==> src/rtl/xbus_pkg.sv <==
package xbus_pkg;

  typedef enum logic [1:0] {
    ST_IDLE  = 2'd0,
    ST_SETUP = 2'd1,
    ST_STRB  = 2'd2,
    ST_HOLD  = 2'd3
  } xb_state_e;

  typedef enum logic [1:0] {
    DM_COUNT  = 2'd0,
    DM_ACK    = 2'd1,
    DM_BOTH   = 2'd2,
    DM_EITHER = 2'd3
  } xb_done_e;

  // peripheral clocks per I/O clock
  function automatic logic [5:0] io_ratio(input logic [2:0] sel);
    case (sel)
      3'd0:    io_ratio = 6'd1;
      3'd1:    io_ratio = 6'd2;
      3'd2:    io_ratio = 6'd4;
      3'd3:    io_ratio = 6'd16;
      default: io_ratio = 6'd32;
    endcase
  endfunction

  // bus cycles needed for one word
  function automatic logic [1:0] part_count(input logic bus8, input logic word24);
    if (bus8) part_count = word24 ? 2'd3 : 2'd2;
    else      part_count = word24 ? 2'd2 : 2'd1;
  endfunction

endpackage

==> src/rtl/xbus_io_tick.sv <==
module xbus_io_tick #(
  parameter int CW = 6
) (
  input  logic       clk,
  input  logic       rst,
  input  logic       run,
  input  logic [2:0] div_sel,
  output logic       tick
);
  logic [CW-1:0] cnt;
  logic [CW-1:0] lim;

  assign lim  = CW'(xbus_pkg::io_ratio(div_sel)) - CW'(1);
  assign tick = run && (cnt == lim);

  // counter restarts whenever the sequencer is idle so phases are whole I/O clocks
  always_ff @(posedge clk) begin
    if (rst || !run) cnt <= '0;
    else if (tick)   cnt <= '0;
    else             cnt <= cnt + CW'(1);
  end
endmodule

==> src/rtl/xbus_bank_dec.sv <==
module xbus_bank_dec #(
  parameter int AW    = 16,
  parameter int NBANK = 4
) (
  input  logic [AW-1:0]       addr,
  input  logic [NBANK*AW-1:0] base_flat,
  input  logic [NBANK*AW-1:0] size_flat,
  output logic [NBANK-1:0]    sel,
  output logic                hit
);
  logic [NBANK-1:0] in_rng;

  generate
    for (genvar g = 0; g < NBANK; g++) begin : g_win
      logic [AW-1:0] b, s, off;
      assign b   = base_flat[g*AW +: AW];
      assign s   = size_flat[g*AW +: AW];
      assign off = addr - b;
      assign in_rng[g] = (addr >= b) && (off < s);
    end
  endgenerate

  always_comb begin
    sel = '0;
    for (int i = NBANK - 1; i >= 0; i--) begin
      if (in_rng[i]) begin
        sel    = '0;
        sel[i] = 1'b1;
      end
    end
  end

  assign hit = |in_rng;
endmodule

==> src/rtl/xbus_lane.sv <==
module xbus_lane #(
  parameter int BUS_W  = 16,
  parameter int WORD_W = 24
) (
  input  logic              clk,
  input  logic              rst,
  input  logic              clear,
  input  logic              capture,
  input  logic [1:0]        part,
  input  logic              bus8,
  input  logic [WORD_W-1:0] wdata,
  input  logic [BUS_W-1:0]  din,
  output logic [BUS_W-1:0]  dout,
  output logic [WORD_W-1:0] rdata
);
  localparam int BY   = 8;
  localparam int HI_W = WORD_W - BUS_W;

  always_comb begin
    dout = '0;
    if (bus8) begin
      case (part)
        2'd0:    dout[BY-1:0] = wdata[BY-1:0];
        2'd1:    dout[BY-1:0] = wdata[2*BY-1:BY];
        default: dout[BY-1:0] = wdata[3*BY-1:2*BY];
      endcase
    end else if (part == 2'd0) begin
      dout = wdata[BUS_W-1:0];
    end else begin
      dout[HI_W-1:0] = wdata[WORD_W-1:BUS_W];
    end
  end

  always_ff @(posedge clk) begin
    if (rst || clear) begin
      rdata <= '0;
    end else if (capture) begin
      if (bus8) begin
        case (part)
          2'd0:    rdata[BY-1:0]      <= din[BY-1:0];
          2'd1:    rdata[2*BY-1:BY]   <= din[BY-1:0];
          default: rdata[3*BY-1:2*BY] <= din[BY-1:0];
        endcase
      end else if (part == 2'd0) begin
        rdata[BUS_W-1:0] <= din;
      end else begin
        rdata[WORD_W-1:BUS_W] <= din[HI_W-1:0];
      end
    end
  end
endmodule

==> src/rtl/xbus_wait_ctrl.sv <==
module xbus_wait_ctrl #(
  parameter int AW     = 16,
  parameter int NBANK  = 4,
  parameter int WW     = 4,
  parameter int BUS_W  = 16,
  parameter int WORD_W = 24
) (
  input  logic                clk,
  input  logic                rst,
  input  logic [NBANK*AW-1:0] cfg_bank_base,
  input  logic [NBANK*AW-1:0] cfg_bank_size,
  input  logic [WW-1:0]       cfg_rd_wait,
  input  logic [WW-1:0]       cfg_wr_wait,
  input  logic [1:0]          cfg_done_mode,
  input  logic [2:0]          cfg_io_div,
  input  logic                cfg_rd_pol,
  input  logic                cfg_wr_pol,
  input  logic                cfg_bus8,
  input  logic                cfg_word24,
  input  logic                req_valid,
  input  logic                req_write,
  input  logic [AW-1:0]       req_addr,
  input  logic [WORD_W-1:0]   req_wdata,
  output logic                req_ready,
  output logic [WORD_W-1:0]   req_rdata,
  output logic [AW+1:0]       ext_addr,
  output logic [NBANK-1:0]    ext_bank_sel,
  output logic                ext_rd_strb,
  output logic                ext_wr_strb,
  output logic [BUS_W-1:0]    ext_dout,
  output logic                ext_dout_en,
  input  logic [BUS_W-1:0]    ext_din,
  input  logic                ext_ack
);
  import xbus_pkg::*;

  localparam int EAW = AW + 2;

  xb_state_e         state;
  logic              is_wr;
  logic [1:0]        part, last_part;
  logic [WW-1:0]     wcnt;
  logic [WORD_W-1:0] wdata_q;
  logic [NBANK-1:0]  sel_q;
  logic [EAW-1:0]    addr_q;
  logic              strb_q;
  logic              ready_q;

  logic              tick;
  logic [NBANK-1:0]  dec_sel;
  logic              dec_hit;
  logic              accept;
  logic [WW-1:0]     wait_lim;
  logic              cnt_done;
  logic              end_now;
  logic              capture;
  logic [1:0]        parts;

  xbus_io_tick #(.CW(6)) u_tick (
    .clk     (clk),
    .rst     (rst),
    .run     (state != ST_IDLE),
    .div_sel (cfg_io_div),
    .tick    (tick)
  );

  xbus_bank_dec #(.AW(AW), .NBANK(NBANK)) u_dec (
    .addr      (req_addr),
    .base_flat (cfg_bank_base),
    .size_flat (cfg_bank_size),
    .sel       (dec_sel),
    .hit       (dec_hit)
  );

  xbus_lane #(.BUS_W(BUS_W), .WORD_W(WORD_W)) u_lane (
    .clk     (clk),
    .rst     (rst),
    .clear   (accept),
    .capture (capture),
    .part    (part),
    .bus8    (cfg_bus8),
    .wdata   (wdata_q),
    .din     (ext_din),
    .dout    (ext_dout),
    .rdata   (req_rdata)
  );

  assign parts    = part_count(cfg_bus8, cfg_word24);
  assign accept   = (state == ST_IDLE) && req_valid;
  assign wait_lim = is_wr ? cfg_wr_wait : cfg_rd_wait;
  assign cnt_done = (wcnt >= wait_lim);

  always_comb begin
    case (xb_done_e'(cfg_done_mode))
      DM_COUNT: end_now = cnt_done;
      DM_ACK:   end_now = ext_ack;
      DM_BOTH:  end_now = cnt_done && ext_ack;
      default:  end_now = cnt_done || ext_ack;
    endcase
  end

  assign capture = (state == ST_STRB) && tick && end_now && !is_wr;

  always_ff @(posedge clk) begin
    if (rst) begin
      state     <= ST_IDLE;
      is_wr     <= 1'b0;
      part      <= '0;
      last_part <= '0;
      wcnt      <= '0;
      wdata_q   <= '0;
      sel_q     <= '0;
      addr_q    <= '0;
      strb_q    <= 1'b0;
      ready_q   <= 1'b0;
    end else begin
      ready_q <= 1'b0;
      case (state)
        ST_IDLE: begin
          if (req_valid) begin
            if (dec_hit) begin
              state     <= ST_SETUP;
              is_wr     <= req_write;
              wdata_q   <= req_wdata;
              sel_q     <= dec_sel;
              part      <= '0;
              last_part <= parts - 2'd1;
              addr_q    <= EAW'(req_addr) * EAW'(parts);
            end else begin
              ready_q <= 1'b1;
            end
          end
        end
        ST_SETUP: begin
          if (tick) begin
            state  <= ST_STRB;
            strb_q <= 1'b1;
            wcnt   <= '0;
          end
        end
        ST_STRB: begin
          if (tick) begin
            if (end_now) begin
              state  <= ST_HOLD;
              strb_q <= 1'b0;
            end else if (wcnt != {WW{1'b1}}) begin
              wcnt <= wcnt + WW'(1);
            end
          end
        end
        default: begin
          if (tick) begin
            if (part == last_part) begin
              state   <= ST_IDLE;
              sel_q   <= '0;
              is_wr   <= 1'b0;
              ready_q <= 1'b1;
            end else begin
              state  <= ST_SETUP;
              part   <= part + 2'd1;
              addr_q <= addr_q + EAW'(1);
            end
          end
        end
      endcase
    end
  end

  assign req_ready    = ready_q;
  assign ext_addr     = addr_q;
  assign ext_bank_sel = sel_q;
  assign ext_rd_strb  = (strb_q && !is_wr) ? cfg_rd_pol : !cfg_rd_pol;
  assign ext_wr_strb  = (strb_q &&  is_wr) ? cfg_wr_pol : !cfg_wr_pol;
  assign ext_dout_en  = is_wr && (state != ST_IDLE);
endmodule

==> config.mk <==
export PLATFORM = sky130hd
export DESIGN_NAME = xbus_wait_ctrl
export DESIGN_NICKNAME = d
export VERILOG_FILES = /design/src/rtl/xbus_pkg.sv /design/src/rtl/xbus_io_tick.sv /design/src/rtl/xbus_bank_dec.sv /design/src/rtl/xbus_lane.sv /design/src/rtl/xbus_wait_ctrl.sv
export SDC_FILE = /design/constraint.sdc
export NUM_CORES = 1
export LEC_CHECK = 0
export ABC_AREA = 1
export BUFFER_PORTS_ARGS = -buffer_cell sky130_fd_sc_hd__buf_2
export CAP_MARGIN = 0
export CORE_ASPECT_RATIO = 2
export CORE_MARGIN = 2
export CORE_UTILIZATION = 35
export CTS_CLUSTER_DIAMETER = 30
export DETAILED_ROUTE_END_ITERATION = 16
export SYNTH_ARGS = -nofsm -noshare
export SYNTH_HDL_FRONTEND = slang
export SYNTH_SLANG_ARGS = --single-unit
export TNS_END_PERCENT = 30
==> constraint.sdc <==
create_clock -name clk -period 9.9 [get_ports clk]
set_clock_uncertainty 0.1 [all_clocks]
set_input_delay 1.98 -clock clk [delete_from_list [all_inputs] [get_ports clk]]
set_output_delay 1.98 -clock clk [all_outputs]
set_load 0.03 [all_outputs]
==> results.json <==
{
  "status": "completed",
  "postSynth.asyncResetShare_pct": 0,
  "cp-endpoint": "ext_addr[7]",
  "cts_max_level": 3,
  "cp_cell_sequence": "buf_2 -> ha_1 -> a21oi_1 -> nand2_1 -> a21boi_0 -> o21ai_0 -> a31oi_1 -> o21ai_0 -> xor2_1 -> ha_1 -> nand2_1 -> o21ai_0 -> a21oi_1 -> nand3_4 -> nand3_2 -> o21bai_4 -> inv_2 -> nor2_1 -> nor2_1",
  "synth_edf_count": 0,
  "max_freq_ghz": 0.1685,
  "track_usage_pct": 21.08,
  "overflow": 0,
  "synth-seq-cells": 89,
  "io_pins": 272,
  "grt_pass1_vias": 11260,
  "crit_fanout": 25,
  "wire_per_inst_um": 14.61,
  "final_common_cell": "nand2_1",
  "syn_inst": 1698,
  "reg2reg_from": "state[1]",
  "max_slew_margin_pct": 36.81,
  "area_growth_pct": 18.79,
  "viasPerCell": 4.871,
  "synth.avg_cell_area_um2": 6.284,
  "p_per_area_nw_per_um2": 159.0,
  "routed_wl_mm": 33.95,
  "start_kind": "input pin",
  "mostFrequentLayoutCells": "nand2_1 (360), inv_1 (312), buf_2 (271), nor2_1 (212), ha_1 (154)",
  "antennaDiodeCount": 0,
  "grt_pass1_wl_mm": 53.74,
  "design.die.area_um2": 31980,
  "setup_tns_ns": 0,
  "critPathRequiredTime_ns": 10.05,
  "synth-compound-area-share_pct": 13.44,
  "reg2regPathDepth": 11,
  "dr.pass1.iters": 5,
  "hold_class": "flop to flop",
  "finalSetupViolCount": 0,
  "holdBufCountCts": 0,
  "multi_input_area_um2": 7513,
  "die_h_um": 250.9,
  "syn_nets": 2063,
  "cts_resized": 0,
  "clock-sinks": 89,
  "period_needed_ns": 5.935,
  "regArea_um2": 1782,
  "hold_violations": 0,
  "die_x_um": 127.5,
  "rsz0062_at_grt": "false",
  "r2r-end": "ext_addr[7]",
  "first_iter_violations": 370,
  "clk_pin_slew_ns": 0.07,
  "slowest_delay_ns": 0.59,
  "cpMostUsedCell": "o21ai_0",
  "place_ws_ns": 3.607,
  "end_kind": "flop",
  "synth.distinct_cells": 50,
  "setup_ws_ns": 3.965,
  "synth_ff_type": "dfxtp_1",
  "muxShareOfSynthArea_pct": 0.6567,
  "yosys.area_share.xor_xnor_pct": 6.227,
  "leakagePower_uw": 0.007139,
  "io_buffers": 271,
  "maxSlewViolCount": 0,
  "num_rows": 90,
  "cts_tree": "done",
  "place_area_um2": 12330,
  "total_power_uw": 2015,
  "crit_type": "input pin to flop",
  "regToRegSetupSlack_ns": 6.55,
  "fin_nets": 2315,
  "ys_seq_area_share_pct": 16.70,
  "startpoint": "req_addr[2]",
  "syn-cell-area_um2": 10670,
  "ir_worst_vdd_uv": 99.92,
  "numCtsBuffers": 9,
  "synth_top_family_by_area": "simple AND/OR/NAND/NOR gates",
  "root_buffer": "clkbuf_16",
  "worstMarginPinSlew_ns": 0.9479,
  "start_util_pct": 35.49,
  "vias": 11320,
  "antenna_found_initial": 0,
  "core_area_um2": 30070,
  "yosys_warnings": 0,
  "fillers": 3231,
  "clk_latency_ns": 0.35,
  "ant_nets": 0,
  "fin_area_um2": 12670,
  "dp_hpwl_mm": 28.94,
  "crit_arrival_ns": 6.09,
  "cp_slowest_cell": "o21bai_4",
  "grt_start_max_net_pins": 30,
  "clk_path_buf_depth": 2,
  "synthSimpleGateAreaFrac_pct": 31.07,
  "synth_fa_ha_area_share_pct": 19.00,
  "drive_above_1_share_pct": 17.65,
  "cap_violations": 0,
  "post-cts-setup-buffer-count": 0,
  "min_period_over_period_pct": 59.95,
  "gp_congestion": 0.9508,
  "drc": 0
}
## routing by layer
layer  share of wire [%]  global-route usage (%)  vias to the layer above
met2                  56                   43.76                      328
li1                    -                       -                     5907
met5                   0                       0                        -
met4                 3.8                   8.540                        0
met1                  36                   20.35                     5026
met3                 4.3                   2.000                       55
## synth_stat cells, types with 3 or more instances
cell type / number / area share [%]
nand2_1: 360 / 13
inv_1: 312 / 11
nor2_1: 213 / 7.5
ha_1: 154 / 18
a21oi_1: 115 / 5.4
dfxtp_1: 89 / 17
nand3_1: 67 / 3.1
o21ai_0: 56 / 2.6
xor2_1: 46 / 3.8
nor3_1: 44 / 2.1
o21ai_1: 35 / 1.6
xnor2_1: 28 / 2.3
clkbuf_1: 16 / 0.56
nor2_2: 13 / 0.76
nand2_2: 12 / 0.70
nand4_1: 12 / 0.70
a31oi_1: 11 / 0.64
nand3b_1: 10 / 0.70
o21bai_1: 10 / 0.70
buf_2: 9 / 0.42
nand3_2: 8 / 0.75
o211ai_1: 8 / 0.56
mux2i_1: 7 / 0.66
buf_6: 6 / 0.63
a21boi_0: 5 / 0.35
fa_1: 5 / 0.94
a21oi_2: 4 / 0.33
clkinv_1: 4 / 0.14
o21a_1: 4 / 0.28
inv_2: 3 / 0.11
nand3_4: 3 / 0.49
nor2_8: 3 / 0.56
o31ai_1: 3 / 0.21
## worst max-delay path, delay by kind of cell
family / cells / cell delay, ns
AOI/OAI and AO/OA: 8 / 2.38
and+or+nand+nor: 6 / 0.61
xor gates and xnor gates: 1 / 0.16
adders and majority gates: 2 / 0.65
buffers and inverters: 2 / 0.32
## flip-flops by register name, indices dropped and copies added (netlist names)
signal,flops
ext_addr,18
ext_bank_sel,4
is_wr,1
last_part,2
part,2
req_ready,1
state,2
strb_q,1
u_lane.rdata,24
u_tick.cnt,6
wcnt,4
wdata_q,24
## worst min path at each step
stage / start / to / slack [ns] / cells after the start
final: u_lane.rdata[8] / u_lane.rdata[8] / 0.34 / 2
after global routing: u_lane.rdata[8] / u_lane.rdata[8] / 0.36 / 2
after CTS: u_lane.rdata[8] / u_lane.rdata[8] / 0.34 / 2
after detailed placement: u_lane.rdata[8] / u_lane.rdata[8] / 0.33 / 2
after global placement: u_lane.rdata[15] / u_lane.rdata[15] / 0.33 / 2
after floorplan: u_tick.cnt[0] / u_tick.cnt[0] / 0.36 / 1
## per-stage QoR
stage	util (%)	std cells	hold WS (ns)
after floorplan	-	1698	0.3606
after global placement	41.02	2307	0.3257
after detailed placement	41.02	2307	0.3330
after CTS	42.16	2323	0.3433
after global routing	42.16	2323	0.3574
final	42.16	2323	0.3450
## power by group
part | switching, uW | total, uW | leakage, uW | internal (uW)
clock network | 150 | 397 | 0.000170 | 247
logic | 739 | 1130 | 0.00624 | 388
registers | 63.3 | 491 | 0.000726 | 428
## cells by family after synthesis
group,Yosys count
muxes,7
adders and majority gates,159
AOI/OAI and AO/OA,259
and+or+nand+nor,757
buffers and inverters,352
xor gates and xnor gates,75
DFF,89
## layout make-up
class	count	area share [%]
timing repair buffer	274	10.88
sequential	89	14.06
inverter	319	9.447
clock inverter	7	0.9279
clock buffer	9	1.777
multi-input combinational	1257	59.28
tap	368	3.633
No activity file was read; power rests on OpenSTA's default activity.
